==> src/rtl/i2cee_pkg.sv <==
package i2cee_pkg;

    localparam int MAX_AW = 10;

    typedef enum logic [3:0] {
        ST_IDLE,
        ST_DEV,
        ST_DEV_ACK,
        ST_WADDR,
        ST_WADDR_ACK,
        ST_WDATA,
        ST_WDATA_ACK,
        ST_RDATA,
        ST_RD_ACK
    } phase_e;

    typedef struct packed {
        logic scl;
        logic sda;
        logic scl_rise;
        logic scl_fall;
        logic start;
        logic stop;
    } bus_ev_t;

    // Compare prefix and the device-select positions that the size leaves free.
    function automatic logic dev_match(input logic [7:0] b, input logic [3:0] prefix,
                                       input logic [2:0] sel, input int kbits);
        logic ok;
        ok = (b[7:4] == prefix);
        if (kbits <= 2)
            ok = ok && (b[3:1] == sel);
        else if (kbits == 4)
            ok = ok && (b[3:2] == sel[2:1]);
        else
            ok = ok && (b[3] == sel[2]);
        return ok;
    endfunction

    // Upper memory address bits carried in the address byte.
    function automatic logic [1:0] page_bits(input logic [7:0] b, input int kbits);
        logic [1:0] p;
        if (kbits >= 8)
            p = {b[2], b[1]};
        else if (kbits == 4)
            p = {1'b0, b[1]};
        else
            p = 2'b00;
        return p;
    endfunction

endpackage

==> src/rtl/i2cee_sync.sv <==
module i2cee_sync
    import i2cee_pkg::*;
#(
    parameter int STAGES = 2
) (
    input  logic    clk,
    input  logic    rst,
    input  logic    scl_i,
    input  logic    sda_i,
    output bus_ev_t ev_o
);

    logic [STAGES-1:0] scl_ff;
    logic [STAGES-1:0] sda_ff;
    logic              scl_d;
    logic              sda_d;
    logic              scl_s;
    logic              sda_s;

    always_ff @(posedge clk) begin
        if (rst) begin
            scl_ff <= '1;
            sda_ff <= '1;
            scl_d  <= 1'b1;
            sda_d  <= 1'b1;
        end else begin
            scl_ff <= {scl_ff[STAGES-2:0], scl_i};
            sda_ff <= {sda_ff[STAGES-2:0], sda_i};
            scl_d  <= scl_ff[STAGES-1];
            sda_d  <= sda_ff[STAGES-1];
        end
    end

    assign scl_s = scl_ff[STAGES-1];
    assign sda_s = sda_ff[STAGES-1];

    always_comb begin
        ev_o.scl      = scl_s;
        ev_o.sda      = sda_s;
        ev_o.scl_rise = ~scl_d & scl_s;
        ev_o.scl_fall = scl_d & ~scl_s;
        ev_o.start    = scl_d & scl_s & sda_d & ~sda_s;
        ev_o.stop     = scl_d & scl_s & ~sda_d & sda_s;
    end

endmodule

==> src/rtl/i2cee_mem.sv <==
module i2cee_mem #(
    parameter int DEPTH       = 256,
    parameter int AW          = 8,
    parameter int BUSY_CYCLES = 200
) (
    input  logic          clk,
    input  logic          rst,
    input  logic          wr_en,
    input  logic [AW-1:0] addr,
    input  logic [7:0]    wr_data,
    output logic [7:0]    rd_data,
    output logic          busy
);

    localparam int CW = $clog2(BUSY_CYCLES + 1);

    logic [7:0]    cells [DEPTH];
    logic [CW-1:0] remain;

    always_ff @(posedge clk) begin
        if (wr_en)
            cells[addr] <= wr_data;
        rd_data <= cells[addr];
    end

    always_ff @(posedge clk) begin
        if (rst)
            remain <= '0;
        else if (wr_en)
            remain <= CW'(BUSY_CYCLES);
        else if (remain != '0)
            remain <= remain - CW'(1);
    end

    assign busy = (remain != '0);

    AST_NO_WRITE_WHILE_BUSY: assert property (@(posedge clk) disable iff (rst)
        wr_en |-> !busy);
    AST_BUSY_AFTER_WRITE: assert property (@(posedge clk) disable iff (rst)
        wr_en |=> busy);

endmodule

==> src/rtl/i2cee_ctrl.sv <==
module i2cee_ctrl
    import i2cee_pkg::*;
#(
    parameter logic [3:0] PREFIX = 4'b1010,
    parameter int         KBITS  = 2,
    parameter int         AW     = 8
) (
    input  logic          clk,
    input  logic          rst,
    input  bus_ev_t       ev,
    input  logic [2:0]    dev_sel,
    input  logic          busy,
    input  logic [7:0]    rd_data,
    output logic          sda_oe,
    output logic          wr_en,
    output logic [AW-1:0] addr,
    output logic [7:0]    wr_data
);

    phase_e            state;
    logic [7:0]        shreg;
    logic [2:0]        bitcnt;
    logic              byte_done;
    logic              rw;
    logic              mack;
    logic              wr_pend;
    logic              launch;
    logic [MAX_AW-1:0] lin;
    logic [7:0]        wdata;

    always_ff @(posedge clk) begin
        if (rst) begin
            state     <= ST_IDLE;
            shreg     <= '0;
            bitcnt    <= '0;
            byte_done <= 1'b0;
            rw        <= 1'b0;
            mack      <= 1'b0;
            wr_pend   <= 1'b0;
            launch    <= 1'b0;
            lin       <= '0;
            wdata     <= '0;
            sda_oe    <= 1'b0;
        end else begin
            launch <= 1'b0;
            if (ev.stop) begin
                state     <= ST_IDLE;
                sda_oe    <= 1'b0;
                byte_done <= 1'b0;
                launch    <= wr_pend;
                wr_pend   <= 1'b0;
            end else if (ev.start) begin
                sda_oe    <= 1'b0;
                wr_pend   <= 1'b0;
                bitcnt    <= '0;
                byte_done <= 1'b0;
                state     <= (busy || launch) ? ST_IDLE : ST_DEV;
            end else begin
                case (state)
                    ST_DEV, ST_WADDR, ST_WDATA: begin
                        if (ev.scl_rise) begin
                            shreg     <= {shreg[6:0], ev.sda};
                            bitcnt    <= bitcnt + 3'd1;
                            byte_done <= (bitcnt == 3'd7);
                        end else if (ev.scl_fall && byte_done) begin
                            byte_done <= 1'b0;
                            case (state)
                                ST_DEV: begin
                                    if (dev_match(shreg, PREFIX, dev_sel, KBITS)) begin
                                        sda_oe    <= 1'b1;
                                        rw        <= shreg[0];
                                        lin[9:8]  <= page_bits(shreg, KBITS);
                                        state     <= ST_DEV_ACK;
                                    end else begin
                                        state     <= ST_IDLE;
                                    end
                                end
                                ST_WADDR: begin
                                    sda_oe   <= 1'b1;
                                    lin[7:0] <= shreg;
                                    state    <= ST_WADDR_ACK;
                                end
                                default: begin
                                    sda_oe   <= 1'b1;
                                    wdata    <= shreg;
                                    wr_pend  <= 1'b1;
                                    state    <= ST_WDATA_ACK;
                                end
                            endcase
                        end
                    end
                    ST_DEV_ACK, ST_WADDR_ACK, ST_WDATA_ACK: begin
                        if (ev.scl_fall) begin
                            sda_oe <= 1'b0;
                            bitcnt <= '0;
                            case (state)
                                ST_DEV_ACK: begin
                                    if (rw) begin
                                        state  <= ST_RDATA;
                                        sda_oe <= ~rd_data[7];
                                    end else begin
                                        state  <= ST_WADDR;
                                    end
                                end
                                ST_WADDR_ACK: state <= ST_WDATA;
                                default:      state <= ST_IDLE;
                            endcase
                        end
                    end
                    ST_RDATA: begin
                        if (ev.scl_rise) begin
                            bitcnt    <= bitcnt + 3'd1;
                            byte_done <= (bitcnt == 3'd7);
                        end else if (ev.scl_fall) begin
                            if (byte_done) begin
                                byte_done <= 1'b0;
                                sda_oe    <= 1'b0;
                                lin       <= lin + MAX_AW'(1);
                                state     <= ST_RD_ACK;
                            end else begin
                                sda_oe    <= ~rd_data[3'd7 - bitcnt];
                            end
                        end
                    end
                    ST_RD_ACK: begin
                        if (ev.scl_rise) begin
                            mack <= ~ev.sda;
                        end else if (ev.scl_fall) begin
                            if (mack) begin
                                state  <= ST_RDATA;
                                bitcnt <= '0;
                                sda_oe <= ~rd_data[7];
                            end else begin
                                state  <= ST_IDLE;
                            end
                        end
                    end
                    default: ;
                endcase
            end
        end
    end

    assign wr_en   = launch;
    assign addr    = lin[AW-1:0];
    assign wr_data = wdata;

    AST_OE_MOVES_WITH_SCL_LOW: assert property (@(posedge clk) disable iff (rst)
        !$stable(sda_oe) |-> !ev.scl);
    AST_LAUNCH_AFTER_STOP: assert property (@(posedge clk) disable iff (rst)
        launch |-> $past(ev.stop));
    AST_NO_ACK_WHILE_BUSY: assert property (@(posedge clk) disable iff (rst)
        $rose(sda_oe) |-> !busy);
    AST_START_CLEARS_PENDING: assert property (@(posedge clk) disable iff (rst)
        ev.start |=> !launch);

endmodule

==> src/rtl/i2cee_slave.sv <==
module i2cee_slave
    import i2cee_pkg::*;
#(
    parameter int         KBITS       = 2,
    parameter logic [3:0] PREFIX      = 4'b1010,
    parameter int         BUSY_CYCLES = 200,
    parameter int         SYNC_STAGES = 2
) (
    input  logic       clk,
    input  logic       rst,
    input  logic       scl_i,
    input  logic       sda_i,
    input  logic [2:0] dev_sel_i,
    output logic       sda_oe_o
);

    localparam int DEPTH = KBITS * 128;
    localparam int AW    = $clog2(DEPTH);

    bus_ev_t       ev;
    logic          wr_en;
    logic [AW-1:0] addr;
    logic [7:0]    wr_data;
    logic [7:0]    rd_data;
    logic          busy;

    i2cee_sync #(.STAGES(SYNC_STAGES)) u_sync (
        .clk   (clk),
        .rst   (rst),
        .scl_i (scl_i),
        .sda_i (sda_i),
        .ev_o  (ev)
    );

    i2cee_ctrl #(.PREFIX(PREFIX), .KBITS(KBITS), .AW(AW)) u_ctrl (
        .clk     (clk),
        .rst     (rst),
        .ev      (ev),
        .dev_sel (dev_sel_i),
        .busy    (busy),
        .rd_data (rd_data),
        .sda_oe  (sda_oe_o),
        .wr_en   (wr_en),
        .addr    (addr),
        .wr_data (wr_data)
    );

    i2cee_mem #(.DEPTH(DEPTH), .AW(AW), .BUSY_CYCLES(BUSY_CYCLES)) u_mem (
        .clk     (clk),
        .rst     (rst),
        .wr_en   (wr_en),
        .addr    (addr),
        .wr_data (wr_data),
        .rd_data (rd_data),
        .busy    (busy)
    );

endmodule

==> config.mk <==
export PLATFORM = sky130hd
export DESIGN_NAME = i2cee_slave
export DESIGN_NICKNAME = d
export VERILOG_FILES = /design/src/rtl/i2cee_pkg.sv /design/src/rtl/i2cee_sync.sv /design/src/rtl/i2cee_mem.sv /design/src/rtl/i2cee_ctrl.sv /design/src/rtl/i2cee_slave.sv
export SDC_FILE = /design/constraint.sdc
export NUM_CORES = 2
export LEC_CHECK = 0
export BUFFER_PORTS_ARGS = -buffer_cell sky130_fd_sc_hd__buf_2
export CORE_UTILIZATION = 60
export DETAILED_ROUTE_END_ITERATION = 10
export PLACE_DENSITY = 0.81
export SYNTH_ARGS = -nofsm -noshare
export SYNTH_HDL_FRONTEND = slang
export SYNTH_HIERARCHICAL = 1
export SYNTH_SLANG_ARGS = --single-unit
==> constraint.sdc <==
create_clock -name clk -period 6.15 [get_ports clk]
set_clock_uncertainty 0.15 [all_clocks]
set_input_delay 0.3075 -clock clk [delete_from_list [all_inputs] [get_ports clk]]
set_output_delay 0.3075 -clock clk [all_outputs]
set_load 0.05 [all_outputs]
==> run_results.csv <==
group,metric,value,unit
clock_tree,cts_buffers,193,
clock_tree,numClockSinks,2107,
power_and_ir_drop,peakVddDrop,334,uV
logic_synthesis,synth_area_per_cell,21.1,um2
global_route,grt-ovfl-total,0,
floorplanning,rows,134,
logic_synthesis,synthCells,3856,
cells_and_area,drive_above_1_share,22.7,%
floorplanning,die_y,370,um
floorplanning,die_area,0.137,mm2
placed_design,port_buffers,7,
cells_and_area,utilization,66.7,%
clock_tree,clk_pin_slew,0.07,ns
clock_tree,h-tree-depth,4,
global_route,grt_usage,29.9,%
clock_tree,insertion_delay,0.84,ns
floorplanning,die_x,370,um
detailed_routing,drt-pass1-iter-count,8,
global_route,grt_max_degree,234,
logic_synthesis,syn_area,0.0812,mm2
placed_design,dpl-instance-area,0.0831,mm2
sta,fin_setup_tns,0,ns
cells_and_area,layout_common_cells,"edfxtp_1, mux4_2, nor2_1",
placed_design,dpl.hpwl,106,mm
cells_and_area,layout_commonest_cell,"edfxtp_1",
clock_tree,post_cts_resized,0,
placed_design,place_ws,1.70,ns
detailed_routing,viasPerCell,7.17,
run_status,outcome,"finished with violations",
detailed_routing,drtAntennaViolNets,0,
floorplanning,io_pins,8,
setup_path,worst-setup-path-type,"reg2reg",
setup_path,start_kind,"flop",
setup_path,cp_max_fo,34,
detailed_routing,routed_wl,202,mm
clock_tree,holdBufCountCts,7,
detailed_routing,post-route-drc-count,0,
sta,finalHoldViolCount,0,
logic_synthesis,yosys_warnings,6,
cells_and_area,final_area,0.0893,mm2
clock_tree,post-cts-setup-buffers,0,
detailed_routing,wl_per_cell,34.6,um
clock_tree,cts_root_buf,"clkbuf_16",
sta,drv_slew,2,
detailed_routing,vias,41800,
detailed_routing,drt_iter0_drc,6794,
floorplanning,start_util,60.7,%
sta,max-slew-margin-rel,-11.3,%
floorplanning,coreArea,0.134,mm2
sta,fmax,214,MHz
sta,worstMarginPinSlew,1.65,ns
sta,setup_violations,0,
flow_run,drv_cap,1,
sta,rsz0062_at_grt,"false",
power_and_ir_drop,power_leakage,27.1,nW
cells_and_area,final_nets,3905,
setup_path,worstPathRequired,6.65,ns
setup_path,arrival,5.17,ns
global_route,grt_pass1_wl,292,mm
cells_and_area,syn_to_final_growth,9.96,%
logic_synthesis,synthesis.nets,3868,
clock_tree,clk_path_buf_depth,3,
global_route,grt_pass1_vias,42100,
run_status,violations,"capacitance limit, slew limit",
sta,post-route-period-util,76.0,%
clock_tree,cts_tree,"done",
power_and_ir_drop,p_per_area,308,mW/mm2
cells_and_area,fill_cells,7794,
global_route,antenna_found_initial,6,
sta,setup_ws,1.48,ns
sta,period_needed,4.67,ns
setup_path,worstSetupEndpointType,"flop",
hold_path,hp-class,"in2reg",
placed_design,place_congestion,0.840,
==> sequential cells by signal (all words and copies together), names as in the netlist <==
name / flops
u_mem/cells: 2048
u_ctrl/lin: 8
u_ctrl/shreg: 8
u_ctrl/wr_data: 8
u_mem/rd_data: 8
u_mem/remain: 8
u_ctrl/state: 4
u_ctrl/bitcnt: 3
u_sync/scl_ff: 2
u_sync/sda_ff: 2
u_ctrl/byte_done: 1
u_ctrl/mack: 1
u_ctrl/rw: 1
u_ctrl/sda_oe: 1
u_ctrl/wr_en: 1
u_ctrl/wr_pend: 1
u_sync/scl_d: 1
u_sync/sda_d: 1
==> cell type report <==
| class | instances | area [um2] | share of cell area [%] |
|---|---|---|---|
| diodes | 4 | 10.0 | 0.0112 |
| clock buffers | 236 | 5010 | 5.61 |
| clock inverters | 128 | 1040 | 1.17 |
| inverters | 7 | 26.3 | 0.0294 |
| multi-input cells | 1492 | 17400 | 19.5 |
| flip-flops and latches | 2107 | 62700 | 70.3 |
| well taps | 1768 | 2210 | 2.48 |
| repair buffers | 92 | 878 | 0.984 |
==> path summary, 6_finish.rpt <==
check	start	endpoint	slack (ns)	cells past startpoint
setup / recovery	u_ctrl/lin[0]	u_mem/rd_data[2]	1.48	6
hold / removal	dev_sel_i[0]	u_ctrl/sda_oe	0.14	7
setup reg to reg	u_ctrl/lin[0]	u_mem/rd_data[2]	1.48	6
hold reg to reg	u_sync/scl_ff[0]	u_sync/scl_ff[1]	0.27	1
==> layer usage <==
metal  part of all wire, %  global-route usage [%]  up-vias
met3                    13                    7.42      593
met5                 0.026                       0        -
met4                   5.0                    14.2        8
met2                    49                    47.5     3470
li1                      -                       -    16200
met1                    34                    39.2    21500
==> through the flow <==
stage / hold slack, ns / instances / power, W
2_1_floorplan: 0.227 / 3856 / 0.0162
3_3_place_gp: 0.243 / 5458 / 0.0162
3_5_place_dp: 0.257 / 5458 / 0.0162
4_1_cts: 0.0677 / 5829 / 0.0276
5_1_grt: 0.149 / 5830 / 0.0281
6_report: 0.138 / 5834 / 0.0275
==> worst max-delay path, stage by stage (launching register included) <==
cell and delay (ns):
dfxtp_4 0.94, buf_4 0.65, mux4_2 0.60, a22oi_1 0.37
a21oi_1 0.15, o41ai_1 1.41, nand4_1 0.19
==> where the power goes <==
part | switching [W] | total [W] | leakage (nW) | internal, W
Sequential | 0.0000584 | 0.0156 | 19.5 | 0.0155
Clock | 0.00533 | 0.0116 | 2.95 | 0.00623
Combinational | 0.000201 | 0.000343 | 4.66 | 0.000142
Total | 0.00559 | 0.0275 | 27.1 | 0.0219
Power figures use the tool's default switching activity.
